<file path="src/rtl/alarm_cause_pkg.sv">
package alarm_cause_pkg;
    localparam int NUM_ALARMS = 4;
    localparam int DATA_W     = 8;
    localparam int ADDR_W     = 2;
    localparam int CAUSE_W    = 2 * NUM_ALARMS;

    typedef enum logic [ADDR_W-1:0] {
        REG_STATUS  = 2'd0,
        REG_CAUSE   = 2'd1,
        REG_VERSION = 2'd2,
        REG_ROUTE   = 2'd3
    } reg_sel_e;

    typedef struct packed {
        logic [NUM_ALARMS-1:0] fall;
        logic [NUM_ALARMS-1:0] rise;
    } edge_set_t;

    // Interleave edges: bit 2i rising, bit 2i+1 falling
    function automatic logic [CAUSE_W-1:0] pack_cause(input edge_set_t e);
        logic [CAUSE_W-1:0] c;
        for (int i = 0; i < NUM_ALARMS; i++) begin
            c[2*i]   = e.rise[i];
            c[2*i+1] = e.fall[i];
        end
        return c;
    endfunction

    // Alarm 0 lands on the top status bit, alarm 3 on the lowest of the nibble
    function automatic logic [NUM_ALARMS-1:0] status_nibble(input logic [NUM_ALARMS-1:0] lvl);
        logic [NUM_ALARMS-1:0] s;
        for (int i = 0; i < NUM_ALARMS; i++) begin
            s[NUM_ALARMS-1-i] = lvl[i];
        end
        return s;
    endfunction
endpackage

</file>
<file path="src/rtl/alarm_sync.sv">
module alarm_sync #(
    parameter int N = 4
) (
    input  logic         clk,
    input  logic         rst,
    input  logic [N-1:0] raw,
    output logic [N-1:0] level,
    output logic [N-1:0] rise,
    output logic [N-1:0] fall
);
    logic [N-1:0] meta_q;
    logic [N-1:0] sync_q;
    logic [N-1:0] prev_q;

    for (genvar g = 0; g < N; g++) begin : g_bit
        always_ff @(posedge clk) begin
            if (rst) begin
                meta_q[g] <= raw[g];
                sync_q[g] <= raw[g];
                prev_q[g] <= raw[g];
            end else begin
                meta_q[g] <= raw[g];
                sync_q[g] <= meta_q[g];
                prev_q[g] <= sync_q[g];
            end
        end
        assign rise[g] =  sync_q[g] & ~prev_q[g];
        assign fall[g] = ~sync_q[g] &  prev_q[g];
    end

    assign level = sync_q;
endmodule

</file>
<file path="src/rtl/cause_reg.sv">
module cause_reg
    import alarm_cause_pkg::*;
(
    input  logic               clk,
    input  logic               rst,
    input  logic [CAUSE_W-1:0] evt,
    input  logic               clr,
    output logic [CAUSE_W-1:0] cause
);
    logic [CAUSE_W-1:0] kept;

    always_comb begin
        kept = clr ? '0 : cause;
    end

    always_ff @(posedge clk) begin
        if (rst) begin
            cause <= '0;
        end else begin
            cause <= kept | evt;
        end
    end
endmodule

</file>
<file path="src/rtl/host_regs.sv">
module host_regs
    import alarm_cause_pkg::*;
#(
    parameter logic [DATA_W-1:0] VERSION_ID = 8'h21,
    parameter logic [3:0]        ROUTE_ID   = 4'h5
) (
    input  logic                  clk,
    input  logic                  rst,
    input  logic                  rd,
    input  logic                  wr,
    input  logic [ADDR_W-1:0]     addr,
    input  logic [DATA_W-1:0]     wdata,
    input  logic [NUM_ALARMS-1:0] lvl,
    input  logic [CAUSE_W-1:0]    cause,
    output logic [DATA_W-1:0]     rdata,
    output logic [3:0]            ctrl,
    output logic                  clr
);
    reg_sel_e sel;

    always_comb begin
        sel = reg_sel_e'(addr);
    end

    always_ff @(posedge clk) begin
        if (rst) begin
            ctrl <= '0;
        end else if (wr && sel == REG_STATUS) begin
            ctrl <= wdata[3:0];
        end
    end

    always_comb begin
        rdata = '0;
        if (rd) begin
            unique case (sel)
                REG_STATUS:  rdata = {status_nibble(lvl), ctrl};
                REG_CAUSE:   rdata = cause;
                REG_VERSION: rdata = VERSION_ID;
                REG_ROUTE:   rdata = {4'h0, ROUTE_ID};
                default:     rdata = '0;
            endcase
        end
    end

    assign clr = rd && (sel == REG_CAUSE);
endmodule

</file>
<file path="src/rtl/alarm_edge_irq.sv">
module alarm_edge_irq
    import alarm_cause_pkg::*;
#(
    parameter logic [7:0] VERSION_ID = 8'h21,
    parameter logic [3:0] ROUTE_ID   = 4'h5
) (
    input  logic       clk,
    input  logic       rst,
    input  logic [3:0] alarm_in,
    input  logic [1:0] addr,
    input  logic       rd,
    input  logic       wr,
    input  logic [7:0] wdata,
    output logic [7:0] rdata,
    output logic       irq,
    output logic [3:0] out_en
);
    logic [NUM_ALARMS-1:0] lvl;
    edge_set_t             edges;
    logic [CAUSE_W-1:0]    evt_byte;
    logic [CAUSE_W-1:0]    cause_q;
    logic                  clr_pulse;

    alarm_sync #(.N(NUM_ALARMS)) u_sync (
        .clk   (clk),
        .rst   (rst),
        .raw   (alarm_in),
        .level (lvl),
        .rise  (edges.rise),
        .fall  (edges.fall)
    );

    assign evt_byte = pack_cause(edges);

    cause_reg u_cause (
        .clk   (clk),
        .rst   (rst),
        .evt   (evt_byte),
        .clr   (clr_pulse),
        .cause (cause_q)
    );

    host_regs #(.VERSION_ID(VERSION_ID), .ROUTE_ID(ROUTE_ID)) u_regs (
        .clk   (clk),
        .rst   (rst),
        .rd    (rd),
        .wr    (wr),
        .addr  (addr),
        .wdata (wdata),
        .lvl   (lvl),
        .cause (cause_q),
        .rdata (rdata),
        .ctrl  (out_en),
        .clr   (clr_pulse)
    );

    assign irq = |cause_q;
endmodule

</file>
<file path="config.mk">
export PLATFORM = sky130hd
export DESIGN_NAME = alarm_edge_irq
export DESIGN_NICKNAME = d
export VERILOG_FILES = /design/src/rtl/alarm_cause_pkg.sv /design/src/rtl/alarm_sync.sv /design/src/rtl/cause_reg.sv /design/src/rtl/host_regs.sv /design/src/rtl/alarm_edge_irq.sv
export SDC_FILE = /design/constraint.sdc
export NUM_CORES = 1
export LEC_CHECK = 0
export BUFFER_PORTS_ARGS = -buffer_cell sky130_fd_sc_hd__buf_2
export CAP_MARGIN = 5
export CORE_MARGIN = 2
export CORE_UTILIZATION = 49
export DETAILED_ROUTE_END_ITERATION = 10
export PLACE_DENSITY = 0.76
export SLEW_MARGIN = 20
export SYNTH_ARGS = -nofsm -noshare
export SYNTH_HDL_FRONTEND = slang
export SYNTH_SLANG_ARGS = --single-unit
</file>
<file path="constraint.sdc">
create_clock -name clk -period 1.1 [get_ports clk]
set_input_delay 0.22 -clock clk [delete_from_list [all_inputs] [get_ports clk]]
set_output_delay 0.22 -clock clk [all_outputs]
set_load 0.05 [all_outputs]
</file>
Word level (Yosys, flattened, before mapping)
Index checks and enable logic that the tools add are counted.
W data, S select, Z words.
Storage, ports and cells
  register bits after elaboration: 24
  input bits: 18
Cells by class
  equality and inequality tests: 3
  mux-type cells: 11
  bitwise operators: 17
  reductions and logical operators: 4
Operators by type and width (number)
  $pmux W8 S4: 1
  $mux W8: 2
  $and A1 B1 Y1: 8
  $mux W1: 8
  $not A1 Y1: 8
  $or A8 B8 Y8: 1
  $reduce_or A8 Y1: 1
  $eq A2 B2 Y1 const B: 2
  $eq A2 B1 Y1 const B: 1
  $logic_and A1 B1 Y1: 2
  $logic_not A2 Y1: 1

Longest topological paths before layout
Gate-level depths: netlist (run 1).
  word-level depth: 4
  depth in mapped cells: 3
  depth with buffers taken out: 2

Modules after synthesis
Synthesis (run 1) repeated with hierarchy kept, for this count alone.
Second synthesis, totals
  cells, all modules: 104
  area, all modules: 1087.3 µm²
Modules (own cells, without submodules)
  alarm_sync: instances 1, cells each 29, area each 421.7 µm², seq. area each 240.2 µm²
  host_regs: instances 1, cells each 39, area each 345.3 µm², seq. area each 80.1 µm²
  cause_reg: instances 1, cells each 33, area each 304.0 µm², seq. area each 160.2 µm²
  alarm_edge_irq: instances 1, cells each 3, area each 16.3 µm², seq. area each 0.0 µm²

Least setup slack after synthesis (run 1)
No wires, ideal clock.
  path kind: flip-flop to output port
  start point: register u_regs.ctrl[2]
  end point: output rdata[2]
  arrival: 1.783 ns
  path slack: -0.903 ns
  stages on the path, launching flop included: 3
  buffers on the path: 0
  cell sequence: dfxtp_1 > or3b_1 > a21oi_1
On the way
  cells in the longest elaborated chain, start to end: 2
Ends and longest elaborated chain
  start, declared: line host_regs.sv:16  | output logic [3:0] ctrl,
  start signal, assigned: line host_regs.sv:29  | ctrl <= wdata[3:0];
  $pmux W8 S4: line host_regs.sv:36  | unique case (sel)
  $mux W8: line host_regs.sv:35  | if (rd) begin
  end, declared: line alarm_edge_irq.sv:14  | output logic [7:0] rdata,
No other way between the ends.

Final worst setup path (run 1)
Same ends and word-level chain as after synthesis.

==> impl_metrics.csv, run 1 <==
group,metric,value,unit
status,status,"complete, but fails checks",
status,violations,"negative setup slack",
final_layout,area_growth,59.2,%
synthesis,syn-cell-area,1040,sq um
power_and_ir_drop,p_sw_share,31.0,%
floorplan,start_util,52.6,%
sta,max_freq,619,MHz
setup_path,crit_start,"u_regs.ctrl[2]",
floorplan,design.core.area,1980,sq um
flow_run,cap_violations,0,
power_and_ir_drop,p_seq_share,52.2,%
final_layout,design_area,1660,sq um
synthesis,synth_warnings,0,
synthesis,yosys-top-cells-area,"dfxtp_1 46%, nand2b_1 10%, mux2i_1 9.6%, o32ai_2 9.4%, inv_1 4.3%",
synthesis,avgSynthCellArea,9.74,sq um
sta,rsz0062_at_grt,"true",
final_layout,drive_above_1_share,55.6,%
setup_path,crit_type,"flop to output port",
sta,fin_skew,0.00144,ns
sta,worst_pin_slew,0.462,ns
global_route,grt_pass1_vias,902,
sta,finalCriticalPeriod,1.62,ns
synthesis,synthesis.nets,125,
global_route,grt_antenna_before_repair,0,
power_and_ir_drop,power_density,1170,nW/um^2
setup_path,critPathArrivalTime,1.40,ns
clock_network,cts-root-buf,"clkbuf_4",
power_and_ir_drop,pwr-share-comb,27.3,%
sta,hold_violations,0,
hold_path,whs_endpoint,"u_regs.ctrl[0]",
floorplan,die_h,50.1,um
placed_design,hpwl,1.64,mm
setup_path,end_kind,"output port",
setup_path,r2r_cells,3,
global_route,grt_overflow,0,
power_and_ir_drop,internal-power,1.34,mW
synthesis,synthFlopType,"dfxtp_1",
hold_path,worstHoldStart,"wdata[0]",
sta,setup_viol,11,
final_layout,fillers,96,
synthesis,synth_cell_types,21,
final_layout,final_util,83.7,%
hold_path,hp-class,"primary input to flop",
synthesis,syn_inst,107,
drt,firstDrtPassIters,4,
power_and_ir_drop,ir_drop,1.16,mV
drt,wl_per_cell,15.2,um
clock_network,insertion_delay,0.32,ns
synthesis,synth_edf_count,0,
clock_network,clock-sinks,24,
drt,vias,918,
synthesis,ys_seq_area_share,46.1,%
power_and_ir_drop,power.share.clock,20.5,%
sta,finalCritPeriodShare,147,%
drt,vias_per_cell,5.16,
power_and_ir_drop,p_leak,0.688,nW
setup_path,reg2reg_from,"u_cause.cause[4]",
synthesis,synth.top_cells.by_count,"24 x dfxtp_1, 17 x nand2b_1, 12 x inv_1",
synthesis,yosys.area.top_type,"dfxtp_1",
floorplan,boundaryPins,31,
placed_design,placement.cell_area,1380,sq um
final_layout,largest_register_ffs,8,
power_and_ir_drop,p_switching,0.603,mW
synthesis,yosysMostFrequentCell,"dfxtp_1",
global_route,grt.total_usage,22.0,%
setup_path,rrSetupSlack,0.23,ns
synthesis,synth-seq-cells,24,
global_route,grt_max_degree,27,
sta,layout_setup_ws,-0.516,ns
drt,routed_wl,2.71,mm
drt,drc_errors,0,
global_route,grt_pass1_wl,4.08,mm
placed_design,gp_congestion,0.735,
floorplan,die_area,2510,sq um
clock_network,cts_tree,"built",
setup_path,r2r-end,"u_cause.cause[4]",
clock_network,numCtsBuffers,3,
setup_path,critical_path.max_fanout,2,
sta,slew_viol_final,0,
synthesis,synth_top_area_share,46.1,%
final_layout,fin_nets,170,
setup_path,startpoint_type,"flop",
floorplan,rows,16,
clock_network,clock_path_buffers,2,
drt,initialDrtViolationCount,19,
sta,slew_headroom,69.2,%
clock_network,clk_pin_slew,0.12,ns
hold_path,hold_depth,3,
floorplan,die_x,50.1,um
synthesis,synthArstFlopShare,0,%
drt,ant_nets,0,
setup_path,required,0.88,ns
clock_network,ctsHtreeMaxLevel,1,
placed_design,numPortBuffers,26,
final_layout,diodes,0,
-- through the flow --
| step | total power, mW | setup slack, ns | cells | TNS, ns | hold slack [ns] |
|---|---|---|---|---|---|
| floorplan | 1.29 | -0.302 | 107 | -0.456 | 0.248 |
| global placement | 1.40 | -0.255 | 168 | -1.84 | 0.336 |
| detailed placement | 1.42 | -0.297 | 168 | -2.41 | 0.337 |
| CTS | 1.90 | -0.512 | 173 | -2.70 | 0.000543 |
| global route | 2.03 | -0.548 | 178 | -3.37 | 0.151 |
| finish | 1.94 | -0.516 | 178 | -2.90 | 0.150 |
-- cell families after synthesis --
kind of cell    Yosys count  synth area share (%)
buf+inv                  17                  7.20
simple gates             40                  22.0
flops                    24                  46.1
mux                      10                  9.60
compound gates           16                  15.1
-- power by group through the flow --
| stage | sequential [mW] | clock (mW) | combinational (mW) |
|---|---|---|---|
| after floorplan | 1.01 | 0 | 0.280 |
| after global placement | 0.995 | 0 | 0.404 |
| after detailed placement | 0.999 | 0 | 0.416 |
| after CTS | 1.00 | 0.404 | 0.498 |
| after global routing | 1.02 | 0.450 | 0.561 |
| final | 1.01 | 0.399 | 0.531 |
-- layout by cell type, fill, tap and decap left out, types with 2 or more instances in the layout --
cell	instances
mux2i_1	6
nor4_4	2
nor2_1	2
buf_2	13
buf_8	5
nand2b_1	16
a21oi_4	2
dfxtp_2	5
dlygate4sd3_1	4
o32ai_2	6
clkbuf_4	3
mux2i_4	2
inv_1	12
mux2i_2	2
buf_4	13
buf_6	9
o21ai_0	5
o2bb2ai_1	2
nand2_1	8
dfxtp_1	10
nor2_4	4
dfxtp_4	9
-- area by class of cell --
cell class                      instances  area [sq um]  area share [%]
Multi-Input combinational cell         66           634            38.2
Sequential cell                        24           520            31.4
Timing Repair Buffer                   45           399            24.1
Inverter                               12          45.0            2.71
Tap cell                               27          33.8            2.04
Clock buffer                            4          26.3            1.58
-- routing by layer --
metal	GRT usage [%]	wire, um	up-vias
met1	25.6	1090	435
met5	0	0	-
li1	-	-	447
met4	10.6	49	0
met2	38.8	1450	29
met3	3.33	113	7
-- worst max-delay path by stage --
stage	slack, ns	end	depth (start not counted)
finish	-0.52	rdata[2]	3
global route	-0.55	rdata[2]	3
detailed placement	-0.30	rdata[2]	4
CTS	-0.51	rdata[2]	3
floorplan	-0.30	rdata[2]	2
global placement	-0.26	rdata[2]	4
-- worst max-delay path: stages, from the launching register on --
cell and delay [ns]:
dfxtp_4 0.36, or3b_4 0.39, a21oi_4 0.15, buf_6 0.18
-- what timing repair did --
item / 4_1_cts / 5_1_grt
hold endpoints to repair: 1 / 3
pin swaps: 6 / 2
endpoints found under the setup margin: 13 / 13
resized for setup: 48 / 9
hold buffers: 1 / 3
buffers inserted: 2 / 2
Power figures use the tool's default switching activity.
==> run 2, diff against run 1 <==
--- a/config.mk
+++ b/config.mk
@@ -10,7 +10,7 @@
 export CORE_MARGIN = 2
 export CORE_UTILIZATION = 49
 export DETAILED_ROUTE_END_ITERATION = 10
-export PLACE_DENSITY = 0.76
+export PLACE_DENSITY_LB_ADDON = 0.08
 export SLEW_MARGIN = 20
 export SYNTH_ARGS = -nofsm -noshare
 export SYNTH_HDL_FRONTEND = slang
==> run 2 against run 1 <==
- count of clock-buffer cells in the layout is 1 lower
- clock power is 9.5% lower
- critical path depth stayed put
- die area stayed put
- the run still ends with negative setup slack left
- register-to-register slack lost 0.17 ns
==> impl_metrics.csv, run 2 (synthesis gave the netlist of run 1 again) <==
group,metric,value,unit
status,status,"complete, but fails checks",
hold_path,hp-class,"primary input to flop",
power_and_ir_drop,p_leak,0.713,nW
global_route,grt.total_usage,23.9,%
drt,routed_wl,3.06,mm
setup_path,critical_path.max_fanout,2,
setup_path,crit_type,"flop to output port",
placed_design,gp_congestion,0.672,
power_and_ir_drop,power_density,1130,nW/um^2
drt,initialDrtViolationCount,18,
floorplan,design.core.area,1980,sq um
setup_path,required,0.88,ns
sta,slew_headroom,73.2,%
sta,setup_viol,10,
sta,hold_violations,0,
status,violations,"negative setup slack",
setup_path,slowest_delay,0.38,ns
drt,vias,976,
final_layout,layout_commonest_cell,"nand2b_1",
placed_design,numPortBuffers,26,
sta,finalCritPeriodShare,143,%
global_route,grt_antenna_before_repair,0,
final_layout,design_area,1740,sq um
setup_path,critPathArrivalTime,1.35,ns
floorplan,boundaryPins,31,
final_layout,final_util,87.9,%
setup_path,crit_chain,"or3b_4, a21oi_4, buf_6",
placed_design,placement.cell_area,1410,sq um
clock_network,cts_tree,"built",
final_layout,fin_nets,173,
clock_network,ctsHtreeMaxLevel,1,
drt,ant_nets,0,
sta,fin_skew,0.000847,ns
sta,fin_tns_setup,-2.92,ns
placed_design,dpl.cell_count,171,
drt,vias_per_cell,5.42,
flow_run,cap_violations,0,
global_route,grt_pass1_wl,4.42,mm
final_layout,drive_above_1_share,58.8,%
final_layout,final_cell_mix,"16 x nand2b_1, 15 x buf_6, 13 x buf_2",
floorplan,rows,16,
sta,rsz0062_at_grt,"true",
setup_path,end_kind,"output port",
clock_network,clock-sinks,24,
drt,drc_errors,0,
floorplan,die_x,50.1,um
global_route,grt_pass1_vias,934,
sta,worst_pin_slew,0.398,ns
clock_network,clk_pin_slew,0.12,ns
sta,layout_setup_ws,-0.471,ns
global_route,grt_overflow,0,
drt,firstDrtPassIters,4,
final_layout,diodes,0,
power_and_ir_drop,ir_drop,1.27,mV
sta,max_freq,637,MHz
floorplan,die_area,2510,sq um
clock_network,clock_path_buffers,2,
setup_path,startpoint_type,"flop",
clock_network,cts-root-buf,"clkbuf_4",
final_layout,largest_register_ffs,8,
global_route,grt_max_degree,33,
setup_path,rrSetupSlack,0.06,ns
clock_network,insertion_delay,0.30,ns
placed_design,hpwl,1.48,mm
floorplan,start_util,52.6,%
final_layout,layoutNonFillerInstCount,180,
clock_network,numCtsBuffers,3,
floorplan,die_h,50.1,um
sta,slew_viol_final,0,
final_layout,area_growth,67.2,%
setup_path,slowest_stage,"or3b_4",
drt,wl_per_cell,17.0,um
sta,finalCriticalPeriod,1.57,ns
run 2: metal layers:
layer | vias to the layer above | global-route usage (%) | wire length [um]
met2 | 38 | 42.3 | 1490
met4 | 0 | 6.94 | 146
li1 | 451 | - | -
met3 | 14 | 6.06 | 125
met5 | - | 0 | 0
met1 | 473 | 27.9 | 1290
run 2: layout make-up:
type                    count  area, sq um
flip-flops and latches     24          514
multi-input cells          66          668
well taps                  27         33.8
inverters                  12         45.0
clock buffers               3         22.5
fillers                    81          239
repair buffers             48          459
run 2: final timing paths:
path                            cells past startpoint        startpoint                to
worst max-delay path                                3    u_regs.ctrl[2]          rdata[2]
worst min-delay path                                1       alarm_in[3]  u_sync.meta_q[3]
worst max register to register                      6    u_regs.ctrl[2]    u_regs.ctrl[2]
worst min register to register                      2  u_sync.meta_q[2]   u_sync.level[2]
run 2: where the power goes:
part	switching, mW	total, mW	internal, mW
registers	0.0770	1.01	0.937
logic	0.299	0.589	0.290
clock network	0.234	0.361	0.128
run 2: through the flow:
step | power [mW] | worst slack (ns) | hold slack [ns]
final | 1.96 | -0.471 | 0.0246
after global placement | 1.42 | -0.255 | 0.337
after CTS | 1.91 | -0.466 | 0.00919
after floorplan | 1.29 | -0.302 | 0.248
after global routing | 2.06 | -0.517 | 0.00731
after detailed placement | 1.43 | -0.265 | 0.337
run 2: critical path: cells and delay by family, from the launching register on:
| kind | cells | cell delay (ns) |
|---|---|---|
| AND/OR/NAND/NOR | 1 | 0.38 |
| flip-flops | 1 | 0.36 |
| buffers and inverters | 1 | 0.17 |
| AO/OA/AOI/OAI | 1 | 0.13 |
run 2: timing repair:
| action | in CTS | in global routing |
|---|---|---|
| buffers inserted | 3 | 2 |
| hold buffers | 0 | 2 |
| hold endpoints to repair | 0 | 2 |
| resized for setup | 59 | 8 |
| pin swaps | 5 | 4 |
| setup endpoints to repair | 13 | 13 |
==> run 3, diff against run 2 <==
--- a/config.mk
+++ b/config.mk
@@ -10,7 +10,8 @@
 export CORE_MARGIN = 2
 export CORE_UTILIZATION = 49
 export DETAILED_ROUTE_END_ITERATION = 10
-export PLACE_DENSITY_LB_ADDON = 0.08
+export PLACE_DENSITY = 0.87
+export SKIP_CTS_REPAIR_TIMING = 1
 export SLEW_MARGIN = 20
 export SYNTH_ARGS = -nofsm -noshare
 export SYNTH_HDL_FRONTEND = slang
==> run 3 against run 2 <==
- the run ends with negative hold slack, negative setup slack left
- register-to-register slack improved by 0.06 ns
- first-iteration DRC count fell by 22%
- hold slack got worse by 0.026 ns
- sequential share of layout area rose by 3.0 points
- clock skew barely moved
==> impl_metrics.csv, run 3 (synthesis gave the netlist of run 1 again) <==
group,metric,value,unit
floorplan,die_area,2510,sq um
sta,fin_skew,0.00134,ns
global_route,grt_pass1_vias,872,
clock_network,clock-sinks,24,
drt,wl_per_cell,13.9,um
floorplan,rows,16,
placed_design,gp_congestion,0.746,
setup_path,slowest_stage,"or3b_4",
drt,ant_nets,0,
final_layout,layoutNonFillerInstCount,176,
floorplan,start_util,52.6,%
setup_path,required,0.88,ns
final_layout,diodes,0,
setup_path,critPathTopFamily,"simple AND/OR/NAND/NOR gates",
status,status,"complete, but fails checks",
power_and_ir_drop,internal-power,1.30,mW
setup_path,slowest_delay,0.38,ns
drt,routed_wl,2.44,mm
final_layout,design_area,1560,sq um
final_layout,layout_commonest_cell,"nand2b_1",
setup_path,critical_path.max_fanout,2,
power_and_ir_drop,p_switching,0.582,mW
clock_network,clk_pin_slew,0.13,ns
power_and_ir_drop,power_density,1200,nW/um^2
sta,worst_pin_slew,0.427,ns
sta,slew_viol_final,0,
setup_path,crit_start,"u_regs.ctrl[2]",
global_route,grt_max_degree,33,
final_layout,area_growth,50.1,%
setup_path,reg2reg_from,"u_regs.ctrl[2]",
sta,hold_violations,1,
final_layout,fin_nets,169,
power_and_ir_drop,p_seq_share,53.1,%
sta,setup_viol,10,
power_and_ir_drop,p_sw_share,31.0,%
sta,rsz0062_at_grt,"true",
floorplan,die_x,50.1,um
drt,vias,872,
clock_network,cts-root-buf,"clkbuf_4",
sta,holdWs,-0.00138,ns
power_and_ir_drop,p_leak,0.674,nW
final_layout,fillers,124,
drt,firstDrtPassIters,4,
global_route,grt_overflow,0,
sta,slew_headroom,71.5,%
floorplan,design.core.area,1980,sq um
hold_path,worstHoldStart,"alarm_in[1]",
power_and_ir_drop,ir_drop,1.09,mV
clock_network,ctsHtreeMaxLevel,1,
drt,drc_errors,0,
final_layout,largest_register_ffs,8,
setup_path,startpoint_type,"flop",
placed_design,pre_cts_ws,-0.268,ns
final_layout,final_cell_mix,"16 x nand2b_1, 15 x buf_2, 15 x buf_4",
clock_network,cts_tree,"built",
flow_run,cap_violations,0,
status,violations,"negative hold slack, negative setup slack",
global_route,grt_antenna_before_repair,0,
floorplan,die_h,50.1,um
power_and_ir_drop,power.share.clock,20.6,%
global_route,grt_pass1_wl,3.57,mm
placed_design,placement.cell_area,1410,sq um
setup_path,crit_type,"flop to output port",
placed_design,dpl.cell_count,172,
sta,finalCriticalPeriod,1.60,ns
final_layout,drive_above_1_share,53.7,%
setup_path,cp_num_buf_inv,1,
clock_network,clock_path_buffers,2,
hold_path,hp-class,"primary input to flop",
floorplan,boundaryPins,31,
placed_design,hpwl,1.63,mm
power_and_ir_drop,pwr-share-comb,26.3,%
setup_path,crit_chain,"or3b_4, a21oi_4, buf_6",
sta,max_freq,625,MHz
setup_path,end_kind,"output port",
clock_network,numCtsBuffers,3,
placed_design,numPortBuffers,26,
setup_path,critPathArrivalTime,1.38,ns
global_route,grt.total_usage,18.6,%
drt,initialDrtViolationCount,14,
sta,finalCritPeriodShare,145,%
drt,vias_per_cell,4.95,
sta,layout_setup_ws,-0.500,ns
clock_network,insertion_delay,0.32,ns
## run 3: changes by cell type in the layout (fill, tap and decap cells not counted), sizes merged
cell         change
buf              -4
clkbuf           +2
dlygate4sd3      -2
## run 3: worst paths after layout
check | slack, ns | cells past startpoint | endpoint
worst max-delay path | -0.50 | 3 | rdata[2]
worst min-delay path | -0.001 | 1 | u_sync.meta_q[1]
worst max register to register | 0.12 | 5 | u_regs.ctrl[2]
worst min register to register | 0.44 | 2 | u_sync.level[3]
## run 3: worst reg2reg max path, delay by kind of cell (launching register included)
kind,cells,cell delay [ns]
flip-flops,1,0.37
buffers and inverters,3,0.36
multiplexers,1,0.08
AND/OR/NAND/NOR,1,0.06
## run 3: area by class of cell
type | instances | area [sq um] | share of cell area [%]
multi-input combinational | 66 | 604 | 38.6
inverter | 12 | 45.0 | 2.88
clock buffer | 3 | 22.5 | 1.44
sequential | 24 | 508 | 32.5
timing repair buffer | 44 | 350 | 22.4
tap | 27 | 33.8 | 2.16
## run 3: layer usage
layer	vias to the layer above	track usage, %	part of all wire [%]
li1	444	-	-
met1	395	20.6	44
met2	26	33.1	50
met3	7	2.12	3.6
met4	0	12.0	2.3
met5	-	0	0
## run 3: power by group through the flow
stage	logic (mW)	clock network [mW]	registers [mW]
3_3_place_gp	0.422	0	0.992
6_report	0.494	0.387	0.997
5_1_grt	0.527	0.419	1.00
3_5_place_dp	0.438	0	0.995
2_1_floorplan	0.280	0	1.01
4_1_cts	0.439	0.382	0.976
## run 3: through the flow
stage	utilization, %	total power [mW]	setup TNS [ns]
floorplan	-	1.29	-0.456
global placement	71.1	1.41	-2.96
detailed placement	71.1	1.43	-3.67
CTS	72.2	1.80	-3.89
global route	78.9	1.95	-3.69
finish	78.9	1.88	-3.29
